`src/rtl/uart_rx_pkg.sv`:
```
package uart_rx_pkg;

  typedef enum logic [2:0] {
    RX_IDLE,
    RX_START,
    RX_DATA,
    RX_PAR,
    RX_STOP
  } rx_state_e;

  localparam int ADDR_CMD  = 0;
  localparam int ADDR_STAT = 1;
  localparam int ADDR_WORD = 2;
  localparam int ADDR_FLAG = 3;
  localparam int ADDR_FSET = 4;
  localparam int ADDR_FCLR = 5;
  localparam int ADDR_FEN  = 6;

  localparam int FLG_RXV  = 2;
  localparam int FLG_OVF  = 4;
  localparam int WORD_PERR = 14;
  localparam int WORD_FERR = 15;

  // Returns 1 when the received parity bit does not match the mode.
  function automatic logic parity_bad(input logic [15:0] data, input logic pbit,
                                      input logic odd);
    return (^data) ^ pbit ^ odd;
  endfunction

  // The shift register fills from its top bit, so a short character
  // ends up left-aligned; move it down to bit 0.
  function automatic logic [15:0] align_lsb(input logic [15:0] sh, input int unsigned nb,
                                            input int unsigned dw);
    return sh >> (dw - nb);
  endfunction

  function automatic int unsigned clamp_bits(input logic [3:0] cfg, input int unsigned dw);
    if (int'(cfg) < 5) return 5;
    if (int'(cfg) > int'(dw)) return dw;
    return int'(cfg);
  endfunction

endpackage

```
`src/rtl/uart_rx_frame.sv`:
```
module uart_rx_frame
  import uart_rx_pkg::*;
#(
  parameter int unsigned OS = 16,
  parameter int unsigned DW = 9,
  localparam int unsigned CW = $clog2(OS),
  localparam int unsigned BW = $clog2(DW + 1)
) (
  input  logic          clk,
  input  logic          rst_n,
  input  logic          en_i,
  input  logic          tick_i,
  input  logic          line_i,
  input  logic [BW-1:0] nbits_i,
  input  logic          par_en_i,
  input  logic          par_odd_i,
  output logic          push_o,
  output logic [DW+1:0] word_o
);

  rx_state_e     st;
  logic [CW-1:0] cnt;
  logic [BW-1:0] idx;
  logic [DW-1:0] sh;
  logic          prev;
  logic          perr;
  logic [DW-1:0] aligned;

  // Named internal events
  logic start_seen, half_pt, bit_pt, last_bit;
  assign start_seen = tick_i && (st == RX_IDLE) && prev && !line_i;
  assign half_pt    = tick_i && (cnt == CW'(OS / 2 - 1));
  assign bit_pt     = tick_i && (cnt == CW'(OS - 1));
  assign last_bit   = (idx == nbits_i - BW'(1));
  assign aligned    = DW'(align_lsb(16'(sh), int'(nbits_i), DW));

  always_ff @(posedge clk or negedge rst_n) begin
    if (!rst_n) begin
      st     <= RX_IDLE;
      cnt    <= '0;
      idx    <= '0;
      sh     <= '0;
      prev   <= 1'b0;
      perr   <= 1'b0;
      push_o <= 1'b0;
      word_o <= '0;
    end else begin
      push_o <= 1'b0;
      if (!en_i) begin
        st   <= RX_IDLE;
        prev <= 1'b0;
      end else if (tick_i) begin
        prev <= line_i;
        unique case (st)
          RX_IDLE: begin
            if (start_seen) begin
              st  <= RX_START;
              cnt <= '0;
            end
          end
          RX_START: begin
            cnt <= cnt + CW'(1);
            if (half_pt) begin
              if (!line_i) begin
                st   <= RX_DATA;
                cnt  <= '0;
                idx  <= '0;
                sh   <= '0;
                perr <= 1'b0;
              end else begin
                st <= RX_IDLE;
              end
            end
          end
          RX_DATA: begin
            cnt <= cnt + CW'(1);
            if (bit_pt) begin
              cnt <= '0;
              sh  <= {line_i, sh[DW-1:1]};
              idx <= idx + BW'(1);
              if (last_bit) st <= par_en_i ? RX_PAR : RX_STOP;
            end
          end
          RX_PAR: begin
            cnt <= cnt + CW'(1);
            if (bit_pt) begin
              cnt  <= '0;
              perr <= parity_bad(16'(aligned), line_i, par_odd_i);
              st   <= RX_STOP;
            end
          end
          RX_STOP: begin
            cnt <= cnt + CW'(1);
            if (bit_pt) begin
              cnt    <= '0;
              push_o <= 1'b1;
              word_o <= {!line_i, perr, aligned};
              st     <= RX_IDLE;
            end
          end
          default: st <= RX_IDLE;
        endcase
      end
    end
  end

  // disabling the receiver aborts any frame in progress
  p_abort_r11: assert property (@(posedge clk) disable iff (!rst_n)
    !en_i |=> (st == RX_IDLE));

  // a character is delivered only from the stop-bit check
  p_push_stop_r4: assert property (@(posedge clk) disable iff (!rst_n)
    push_o |-> $past(st == RX_STOP));

endmodule

```
`src/rtl/uart_rx_fifo.sv`:
```
module uart_rx_fifo #(
  parameter int unsigned W     = 11,
  parameter int unsigned DEPTH = 2,
  localparam int unsigned PW = (DEPTH > 1) ? $clog2(DEPTH) : 1,
  localparam int unsigned NW = $clog2(DEPTH + 1)
) (
  input  logic         clk,
  input  logic         rst_n,
  input  logic         push_i,
  input  logic [W-1:0] din_i,
  input  logic         pop_i,
  output logic [W-1:0] head_o,
  output logic         valid_o,
  output logic         full_o,
  output logic         drop_o,
  output logic         stored_o
);

  logic [W-1:0]  mem [DEPTH];
  logic [PW-1:0] wp, rp;
  logic [NW-1:0] cnt;
  logic          do_pop, do_push;

  assign valid_o  = (cnt != '0);
  assign full_o   = (cnt == NW'(DEPTH));
  assign do_pop   = pop_i && valid_o;
  assign do_push  = push_i && (!full_o || do_pop);
  assign drop_o   = push_i && full_o && !do_pop;
  assign stored_o = do_push;
  assign head_o   = mem[rp];

  function automatic logic [PW-1:0] bump(input logic [PW-1:0] p);
    return (p == PW'(DEPTH - 1)) ? '0 : p + PW'(1);
  endfunction

  always_ff @(posedge clk) begin
    if (do_push) mem[wp] <= din_i;
  end

  always_ff @(posedge clk or negedge rst_n) begin
    if (!rst_n) begin
      wp  <= '0;
      rp  <= '0;
      cnt <= '0;
    end else begin
      if (do_push) wp <= bump(wp);
      if (do_pop)  rp <= bump(rp);
      case ({do_push, do_pop})
        2'b10:   cnt <= cnt + NW'(1);
        2'b01:   cnt <= cnt - NW'(1);
        default: cnt <= cnt;
      endcase
    end
  end

  // a discarded character leaves the stored entries untouched
  p_keep_on_drop_r8: assert property (@(posedge clk) disable iff (!rst_n)
    drop_o |=> $stable(cnt) && full_o);

  // taking the last entry empties the queue
  p_drain_r7: assert property (@(posedge clk) disable iff (!rst_n)
    (do_pop && !do_push && cnt == NW'(1)) |=> !valid_o);

endmodule

```
`src/rtl/uart_rx_irq.sv`:
```
module uart_rx_irq
  import uart_rx_pkg::*;
#(
  parameter int unsigned FW = 16,
  localparam logic [FW-1:0] MASK = FW'((1 << FLG_RXV) | (1 << FLG_OVF))
) (
  input  logic          clk,
  input  logic          rst_n,
  input  logic          rxv_i,
  input  logic          ovf_i,
  input  logic          set_we,
  input  logic          clr_we,
  input  logic          ien_we,
  input  logic [FW-1:0] wdata,
  output logic [FW-1:0] flags_o,
  output logic [FW-1:0] ien_o,
  output logic          irq_o
);

  logic [FW-1:0] hw_set, sw_set, sw_clr;

  assign hw_set = (FW'(rxv_i) << FLG_RXV) | (FW'(ovf_i) << FLG_OVF);
  assign sw_set = set_we ? wdata : '0;
  assign sw_clr = clr_we ? wdata : '0;
  assign irq_o  = |(flags_o & ien_o);

  always_ff @(posedge clk or negedge rst_n) begin
    if (!rst_n) begin
      flags_o <= '0;
      ien_o   <= '0;
    end else begin
      flags_o <= ((flags_o & ~sw_clr) | sw_set | hw_set) & MASK;
      if (ien_we) ien_o <= wdata & MASK;
    end
  end

  // an overflow event leaves the overflow flag set
  p_ovf_sticky_r8: assert property (@(posedge clk) disable iff (!rst_n)
    ovf_i |=> flags_o[FLG_OVF]);

  // writing a one to the clear register drops the data-valid flag
  p_clear_r9: assert property (@(posedge clk) disable iff (!rst_n)
    (clr_we && wdata[FLG_RXV] && !rxv_i && !(set_we && wdata[FLG_RXV])) |=> !flags_o[FLG_RXV]);

  // the interrupt only rises after a flag or enable change
  p_irq_cause_r10: assert property (@(posedge clk) disable iff (!rst_n)
    $rose(irq_o) |-> $past(rxv_i || ovf_i || set_we || ien_we));

endmodule

```
`src/rtl/uart_rx_ext.sv`:
```
module uart_rx_ext
  import uart_rx_pkg::*;
#(
  parameter int unsigned DW    = 9,
  parameter int unsigned DEPTH = 2,
  parameter int unsigned OS    = 16,
  parameter int unsigned SYNC  = 2,
  parameter int unsigned AW    = 4,
  parameter int unsigned BUSW  = 16,
  localparam int unsigned BW = $clog2(DW + 1),
  localparam int unsigned EW = DW + 2
) (
  input  logic            clk,
  input  logic            rst_n,
  input  logic            os_tick,
  input  logic            rxd,
  input  logic [3:0]      cfg_nbits,
  input  logic [1:0]      cfg_par,
  input  logic            cfg_stop2,
  input  logic [AW-1:0]   bus_addr,
  input  logic            bus_wr,
  input  logic            bus_rd,
  input  logic [BUSW-1:0] bus_wdata,
  output logic [BUSW-1:0] bus_rdata,
  output logic            rx_valid,
  output logic            rx_irq
);

  // Line synchroniser
  logic [SYNC-1:0] sync_q;
  always_ff @(posedge clk or negedge rst_n) begin
    if (!rst_n) sync_q <= '1;
    else        sync_q <= {sync_q[SYNC-2:0], rxd};
  end

  // Decoded accesses
  logic cmd_wr, word_rd, set_we, clr_we, ien_we;
  assign cmd_wr  = bus_wr && (bus_addr == AW'(ADDR_CMD));
  assign word_rd = bus_rd && (bus_addr == AW'(ADDR_WORD));
  assign set_we  = bus_wr && (bus_addr == AW'(ADDR_FSET));
  assign clr_we  = bus_wr && (bus_addr == AW'(ADDR_FCLR));
  assign ien_we  = bus_wr && (bus_addr == AW'(ADDR_FEN));

  logic rx_en;
  always_ff @(posedge clk or negedge rst_n) begin
    if (!rst_n) rx_en <= 1'b0;
    else if (cmd_wr) begin
      if (bus_wdata[1])      rx_en <= 1'b0;
      else if (bus_wdata[0]) rx_en <= 1'b1;
    end
  end

  // Frame engine
  logic [BW-1:0] nbits;
  logic          push;
  logic [EW-1:0] word;
  assign nbits = BW'(clamp_bits(cfg_nbits, DW));

  uart_rx_frame #(.OS(OS), .DW(DW)) frame_i (
    .clk      (clk),
    .rst_n    (rst_n),
    .en_i     (rx_en),
    .tick_i   (os_tick),
    .line_i   (sync_q[SYNC-1]),
    .nbits_i  (nbits),
    .par_en_i (cfg_par[1]),
    .par_odd_i(cfg_par[0]),
    .push_o   (push),
    .word_o   (word)
  );

  // Receive queue
  logic [EW-1:0] head;
  logic          q_valid, q_full, q_drop, q_stored;

  uart_rx_fifo #(.W(EW), .DEPTH(DEPTH)) fifo_i (
    .clk     (clk),
    .rst_n   (rst_n),
    .push_i  (push),
    .din_i   (word),
    .pop_i   (word_rd),
    .head_o  (head),
    .valid_o (q_valid),
    .full_o  (q_full),
    .drop_o  (q_drop),
    .stored_o(q_stored)
  );

  // Interrupt flags
  logic [BUSW-1:0] flags, ien;

  uart_rx_irq #(.FW(BUSW)) irq_i (
    .clk    (clk),
    .rst_n  (rst_n),
    .rxv_i  (q_stored),
    .ovf_i  (q_drop),
    .set_we (set_we),
    .clr_we (clr_we),
    .ien_we (ien_we),
    .wdata  (bus_wdata),
    .flags_o(flags),
    .ien_o  (ien),
    .irq_o  (rx_irq)
  );

  assign rx_valid = q_valid;

  // Extended receive word: data low, error flags in the top bits
  logic [BUSW-1:0] rx_word;
  always_comb begin
    rx_word            = '0;
    rx_word[DW-1:0]    = head[DW-1:0];
    rx_word[WORD_PERR] = head[DW];
    rx_word[WORD_FERR] = head[DW+1];
    if (!q_valid) rx_word = '0;
  end

  always_comb begin
    bus_rdata = '0;
    if (bus_addr == AW'(ADDR_STAT))      bus_rdata = BUSW'({q_full, q_valid, rx_en});
    else if (bus_addr == AW'(ADDR_WORD)) bus_rdata = rx_word;
    else if (bus_addr == AW'(ADDR_FLAG)) bus_rdata = flags;
    else if (bus_addr == AW'(ADDR_FEN))  bus_rdata = ien;
  end

  // disable wins over enable in one command write
  p_disable_wins_r11: assert property (@(posedge clk) disable iff (!rst_n)
    (cmd_wr && bus_wdata[0] && bus_wdata[1]) |=> !rx_en);

  // the valid output follows a store into an empty queue
  p_valid_after_store_r7: assert property (@(posedge clk) disable iff (!rst_n)
    (q_stored && !word_rd) |=> rx_valid);

endmodule

```
`config.mk`:
```
export PLATFORM = sky130hd
export DESIGN_NAME = uart_rx_ext
export DESIGN_NICKNAME = d
export VERILOG_FILES = /design/src/rtl/uart_rx_pkg.sv /design/src/rtl/uart_rx_frame.sv /design/src/rtl/uart_rx_fifo.sv /design/src/rtl/uart_rx_irq.sv /design/src/rtl/uart_rx_ext.sv
export SDC_FILE = /design/constraint.sdc
export NUM_CORES = 1
export LEC_CHECK = 0
export BUFFER_PORTS_ARGS = -buffer_cell sky130_fd_sc_hd__buf_2
export CAP_MARGIN = 20
export CORE_MARGIN = 4
export CORE_UTILIZATION = 58
export CTS_CLUSTER_DIAMETER = 40
export CTS_CLUSTER_SIZE = 8
export DETAILED_ROUTE_END_ITERATION = 12
export GPL_TIMING_DRIVEN = 0
export PLACE_DENSITY = 0.86
export SETUP_SLACK_MARGIN = 0.2
export SYNTH_ARGS = -nofsm -noshare
export SYNTH_HDL_FRONTEND = slang
export SYNTH_HIERARCHICAL = 1
export SYNTH_SLANG_ARGS = --single-unit
```
`constraint.sdc`:
```
create_clock -name clk -period 2.8 [get_ports clk]
set_input_delay 0.14 -clock clk [delete_from_list [all_inputs] [get_ports clk]]
set_output_delay 0.14 -clock clk [all_outputs]
set_load 0.01 [all_outputs]
```
* After elaboration in Yosys (flattened, before gate mapping)
Memories as Yosys holds them, arrays and structs flattened. Cells that the tools add are included.
Word-level totals: register bits 45, RAM bits 22, input port bits 33, output and inout bits 18, logic and storage cells 153, memories kept 1
Operators by class: add/sub/neg operators 8, magnitude comparators 2, equal/unequal tests 28, shift-type cells 1, muxes and demuxes 55, bitwise operators 8, reduce and logical (&&, ||, !) cells 35
Memories:
- fifo_i.mem | depth 2, bits a word 11, read ports 1, clocked after memory_dff 0, write ports 1, line uart_rx_fifo.sv:19 | logic [W-1:0] mem [DEPTH];
Operators by type and width (number):
- $mux W16 | 3
- $mux W4 | 10
- $shr A9 B32 Y9 | 1
- $mux W3 | 10
- $mux W9 | 3
- $mux W5 | 4
- $mux W1 | 18
- $ne A3 B2 Y1 const B | 6
- $pmux W9 S2 | 1
- $eq A4 B3 Y1 const B | 4
- $reduce_or A16 Y1 | 1
- $reduce_xor A16 Y1 | 1
- $pmux W3 S5 | 1
- $logic_and A1 B1 Y1 | 14
- $pmux W4 S3 | 1
- $reduce_and A6 Y1 | 2
- $and A5 B5 Y5 | 2
- $or A5 B5 Y5 | 2
- $reduce_bool A2 Y1 | 5
- $add A4 B1 Y4 const B | 2
- $eq A4 B2 Y1 const B | 2
- $ne A2 B1 Y1 const B | 4
- $pmux W4 S2 | 1
- $reduce_and A4 Y1 | 2
- other kinds (30) | 37

* Longest topological paths before layout
depth in word-level cells 12, depth in mapped cells 13, mapped depth without buffers 12

* By module
The synthesis kept the hierarchy.
By module, submodules not included:
- uart_rx_frame | times used 1, cells an instance 240, area an instance 2178.3 um2, seq. area each 850.8 um2
- uart_rx_fifo | times used 1, cells an instance 61, area an instance 1026.0 um2, seq. area each 760.7 um2
- uart_rx_ext | times used 1, cells an instance 68, area an instance 570.5 um2, seq. area each 77.6 um2
- uart_rx_irq | times used 1, cells an instance 40, area an instance 372.9 um2, seq. area each 100.1 um2

* Least setup slack after synthesis
Ideal clock, no wire load.
path type input-to-reg, start input cfg_nbits[3], end register frame_i.st[1], library setup time 78 ps, arrival time 2601 ps, required time 2722 ps, path slack 122 ps, stages 13, buffers on the path 1, cells stage by stage inv_1 > and3_1 > o21bai_1 > buf_2 > inv_1 > ha_1 > xnor2_1 > xnor2_1 > nand4_1 > o22ai_1 > nor2_1 > or4_1 > a21boi_1
On the way: longest elaborated chain between the ends 9, elaborated cells on any way between the ends 13, those cells by class add/sub: 1; order compare: 2; eq/ne: 2; mux: 7; reduce/logical: 1
RTL lines:
- start, declared | line uart_rx_ext.sv:17 | input logic [3:0] cfg_nbits,
- $gt A4 B4 Y1 | line uart_rx_pkg.sv:39 | if (int'(cfg) > int'(dw)) return dw;
- $mux W1 (2 in a row) | line uart_rx_pkg.sv:39
- $mux W4 | line uart_rx_pkg.sv:40 | return int'(cfg);
- $mux W4 (*) | line uart_rx_pkg.sv:39
- net nbits[1] | line uart_rx_ext.sv:54 | logic [BW-1:0] nbits;
- $sub A4 B1 Y4 (*) | line uart_rx_frame.sv:34 | assign last_bit = (idx == nbits_i - BW'(1));
- $eq A4 B4 Y1 (*) | line uart_rx_frame.sv:34
- $ne A3 B2 Y1 (no source line) (*)
- $reduce_and A7 Y1 (no source line) (*)
- end signal, assigned | line uart_rx_frame.sv:81 | if (last_bit) st <= par_en_i ? RX_PAR : RX_STOP;
- end, declared | line uart_rx_frame.sv:21 | rx_state_e st;
The timed path passes the listed nets; every way through them passes the cells marked *. The select of a mux whose other input is x is not followed. A chain may end at the register's enable or synchronous reset.

* Worst setup path in the final report
start input cfg_nbits[3], end register frame_i.perr
On the way: longest elaborated chain between the ends 12, elaborated cells on any way between the ends 16, those cells by class add/sub: 1; order compare: 2; shift: 1; mux: 9; bitwise: 2; reduce/logical: 1
RTL lines:
- $lt A4 B3 Y1 or $gt A4 B4 Y1 (tied branches) | line uart_rx_pkg.sv:38, uart_rx_pkg.sv:39
- $mux W3 or $mux W1 (tied branches) | line uart_rx_pkg.sv:38, uart_rx_pkg.sv:39
- $mux W4 or $mux W1 (tied branches) | line uart_rx_pkg.sv:39
- $mux W4 | line uart_rx_pkg.sv:40
- $mux W4 (*) | line uart_rx_pkg.sv:39
- net nbits[2] | line uart_rx_ext.sv:54
- $sub A4 B4 Y5 (*) | line uart_rx_pkg.sv:34 | return sh >> (dw - nb);
- $shr A9 B32 Y9 (*) | line uart_rx_pkg.sv:34
- $reduce_xor A16 Y1 (*) | line uart_rx_pkg.sv:27 | return (^data) ^ pbit ^ odd;
- $xor A1 B1 Y1 (*) (2 in a row) | line uart_rx_pkg.sv:27
- $mux W1 (*) | line uart_rx_frame.sv:86 | if (bit_pt) begin
- $pmux W1 S2 (*) | line uart_rx_frame.sv:54 | unique case (st)
- end signal, assigned | line uart_rx_frame.sv:88 | perr <= parity_bad(16'(aligned), line_i, par_odd_i);
- end, declared | line uart_rx_frame.sv:26 | logic perr;
Marked as above.

==> impl_metrics.yaml <==
power:
  finalPower_uw: 2230
  powerDensity_nw_per_um2: 460
  p_leak_uw: 0.00220
  ir_worst_vdd_mv: 0.370
placement:
  gp_congestion: 0.892
  io_buffer_count: 32
  hpwl_um: 6090
  dp.cells: 564
global_routing:
  antenna_found_initial: 0
  met3_usage_pct: 6.09
  grtUsageMet2_pct: 34.6
  grt_usage_pct: 20.6
  gr-max-usage-layer: "met2"
  overflow: 0
  grt_pass1_wl_um: 14000
  grtUsageMet1_pct: 24.6
  grt_max_degree: 46
  grt_pass1_vias: 3106
timing:
  max_freq_mhz: 409
  fin_hold_ws_ps: 59.8
  tightest_slew_ps: 899
  hold_viol: 0
  grt_setup_unrepaired: "no"
  clock_skew_ps: 10.3
  max-slew-margin-rel_pct: 39.9
  slew_violations: 0
  finalCriticalPeriod_ps: 2450
  setup_violations: 0
  fin_crit_sh_pct: 87.4
synth:
  synth_top_area_share_pct: 25.9
  synth_top_cell_by_area: "dfrtp_1"
  synth_most_common_cell: "nand2_1"
  netlist_top_cells_count: "nand2_1, dfrtp_1, buf_4, nor2_1, edfxtp_1"
  synthTopCellsByArea: "dfrtp_1, edfxtp_1, buf_4"
  synth_edf_count: 22
  ys.flop_type: "dfrtp_1"
  yosysUniqueCellTypes: 78
  synth_cells: 409
  ys_seq_elements: 67
  synth_seq_area_share_pct: 43.1
  synth_area_per_cell_sq_um: 10.1
  syn-cell-area_sq_um: 4150
  synth-async-reset-ratio_pct: 67.2
  synth_warnings: 6
drt:
  drtAntennaViolNets: 0
  totalWireLength_um: 8360
  wl_per_cell_um: 14.2
  drtPass1Iterations: 4
  drc: 0
  vias_per_cell: 5.41
  vias: 3176
  drt-initial-drc-count: 162
setup_path:
  crit_arrival_ps: 2690
  path_class: "input port to flop"
  worstPathMaxFanout: 8
  critPathLaunchType: "input port"
  critPathRequiredTime_ps: 3040
  endpoint_kind: "flop"
final_layout:
  diodes: 0
  finalNetCount: 524
  drive_gt1_share_pct: 26.7
  fill_cells: 536
  utilization_pct: 70.6
  seq_area_sq_um: 1790
  syn_to_final_growth_pct: 16.9
  layout.cells.non_filler: 587
  multiInputGateArea_sq_um: 2100
cts:
  h-tree-depth: 3
  cts_buffers: 9
  cts_tree: "done"
  clkTransAtPathRegs_ps: 80
  worstSkewPairLatency_ps: 360
  clockRootBuffer: "clkbuf_8"
  clockBufferDepth: 2
  cts_num_sinks: 67
floorplanning:
  die_h_um: 92.6
  start_util_pct: 60.4
  core_area_sq_um: 6870
  fp-row-count: 30
  dieWidth_um: 92.6
  ios: 51
  dieArea_sq_um: 8570
flow_run:
  max_cap_violations: 0
outcome:
  outcome: "complete, no violations"
worst_hold_path:
  hp-class: "input port to flop"
kinds of logic after synthesis:
logic type,synth area share [%]
adders and majority gates,1.51
other,0.0904
and+or+nand+nor,16.5
DFF,43.1
buffers and inverters,9.59
muxes,7.30
AOI/OAI and AO/OA,18.0
xor gates and xnor gates,3.86
worst max-delay path, cell delays in order:
cell and delay, ps:
buf_2 110, clkinvlp_4 100, and3_4 200, o21bai_2 260
mux2i_1 420, a2111oi_2 110, a2111oi_4 360, xnor2_1 210
xnor2_2 160, xnor3_1 330, a32o_2 270
what timing repair did:
| item | in CTS | in global routing |
|---|---|---|
| cloned | 0 | 0 |
| setup buffers | 0 | 2 |
| endpoints found under the setup margin | 1 | 2 |
| resized for setup | 1 | 6 |
| endpoints found under the hold margin | 45 | 0 |
| hold buffers | 4 | 0 |
power breakdown:
group	total [uW]	internal [uW]	switching, uW
Combinational	369	187	182
Sequential	1080	1040	42.6
Clock	780	399	381
placed cells by master, fill, tap and decap left out, types with 3 or more instances in the layout:
master,n
nor2_1,24
buf_4,34
clkbuf_8,10
conb_1,28
o22ai_1,5
nor2b_1,3
o21ai_1,11
buf_6,7
nor3_1,7
o2bb2ai_1,8
edfxtp_1,22
xnor2_1,8
dfrtp_1,43
nand3_1,4
inv_1,10
mux2i_1,10
xor2_1,4
inv_2,3
a22oi_1,16
dlygate4sd3_1,4
mux2_2,7
o21ai_0,11
nand2b_1,7
clkbuf_1,4
o31ai_1,4
a221o_1,4
nand2_1,54
a21oi_1,9
ha_1,5
mux2_1,11
nand3b_1,5
buf_2,34
a31oi_1,3
a22o_1,4
sequential cells by signal, indices dropped and copies added (netlist names), 3 cells and up:
name / flops
fifo_i/mem: 22
frame_i/sh: 9
frame_i/cnt: 4
frame_i/word_o: 11
frame_i/st: 3
frame_i/idx: 4
routing by layer:
layer	vias up	wire, um	share of wire, %
met5	-	0	0
li1	1582	-	-
met2	81	4170	50
met4	0	165	2.0
met1	1496	3610	43
met3	17	408	4.9
stage by stage:
stage	setup slack, ps	area (sq um)	TNS, ps
5_1_grt	209	4850	0
6_report	352	4850	0
3_5_place_dp	-192	4540	-343
4_1_cts	229	4780	0
2_1_floorplan	221	4260	0
3_3_place_gp	-73.9	4540	-146
layout make-up:
type,instances,share of cell area (%)
clock inverter,5,0.722
timing repair buffer,39,4.85
sequential,67,36.9
multi-input combinational,308,43.3
inverter,14,1.16
buffer,47,7.25
tap,96,2.48
clock buffer,11,3.35
path summary, 6_finish.rpt:
| path | startpoint | endpoint | slack, ps | cells past startpoint |
|---|---|---|---|---|
| min | bus_wdata[4] | irq_i/ien_o[4] | 60 | 2 |
| max reg2reg | frame_i/sh[5] | frame_i/perr | 480 | 7 |
| min reg2reg | sync_q[0] | sync_q[1] | 360 | 0 |
| min in group asynchronous | rst_n | frame_i/idx[1] | 230 | 2 |
| max in group asynchronous | rst_n | frame_i/word_o[8] | 2080 | 3 |
| max | cfg_nbits[3] | frame_i/perr | 350 | 11 |
Note: power is estimated with default switching activity, not from simulation.
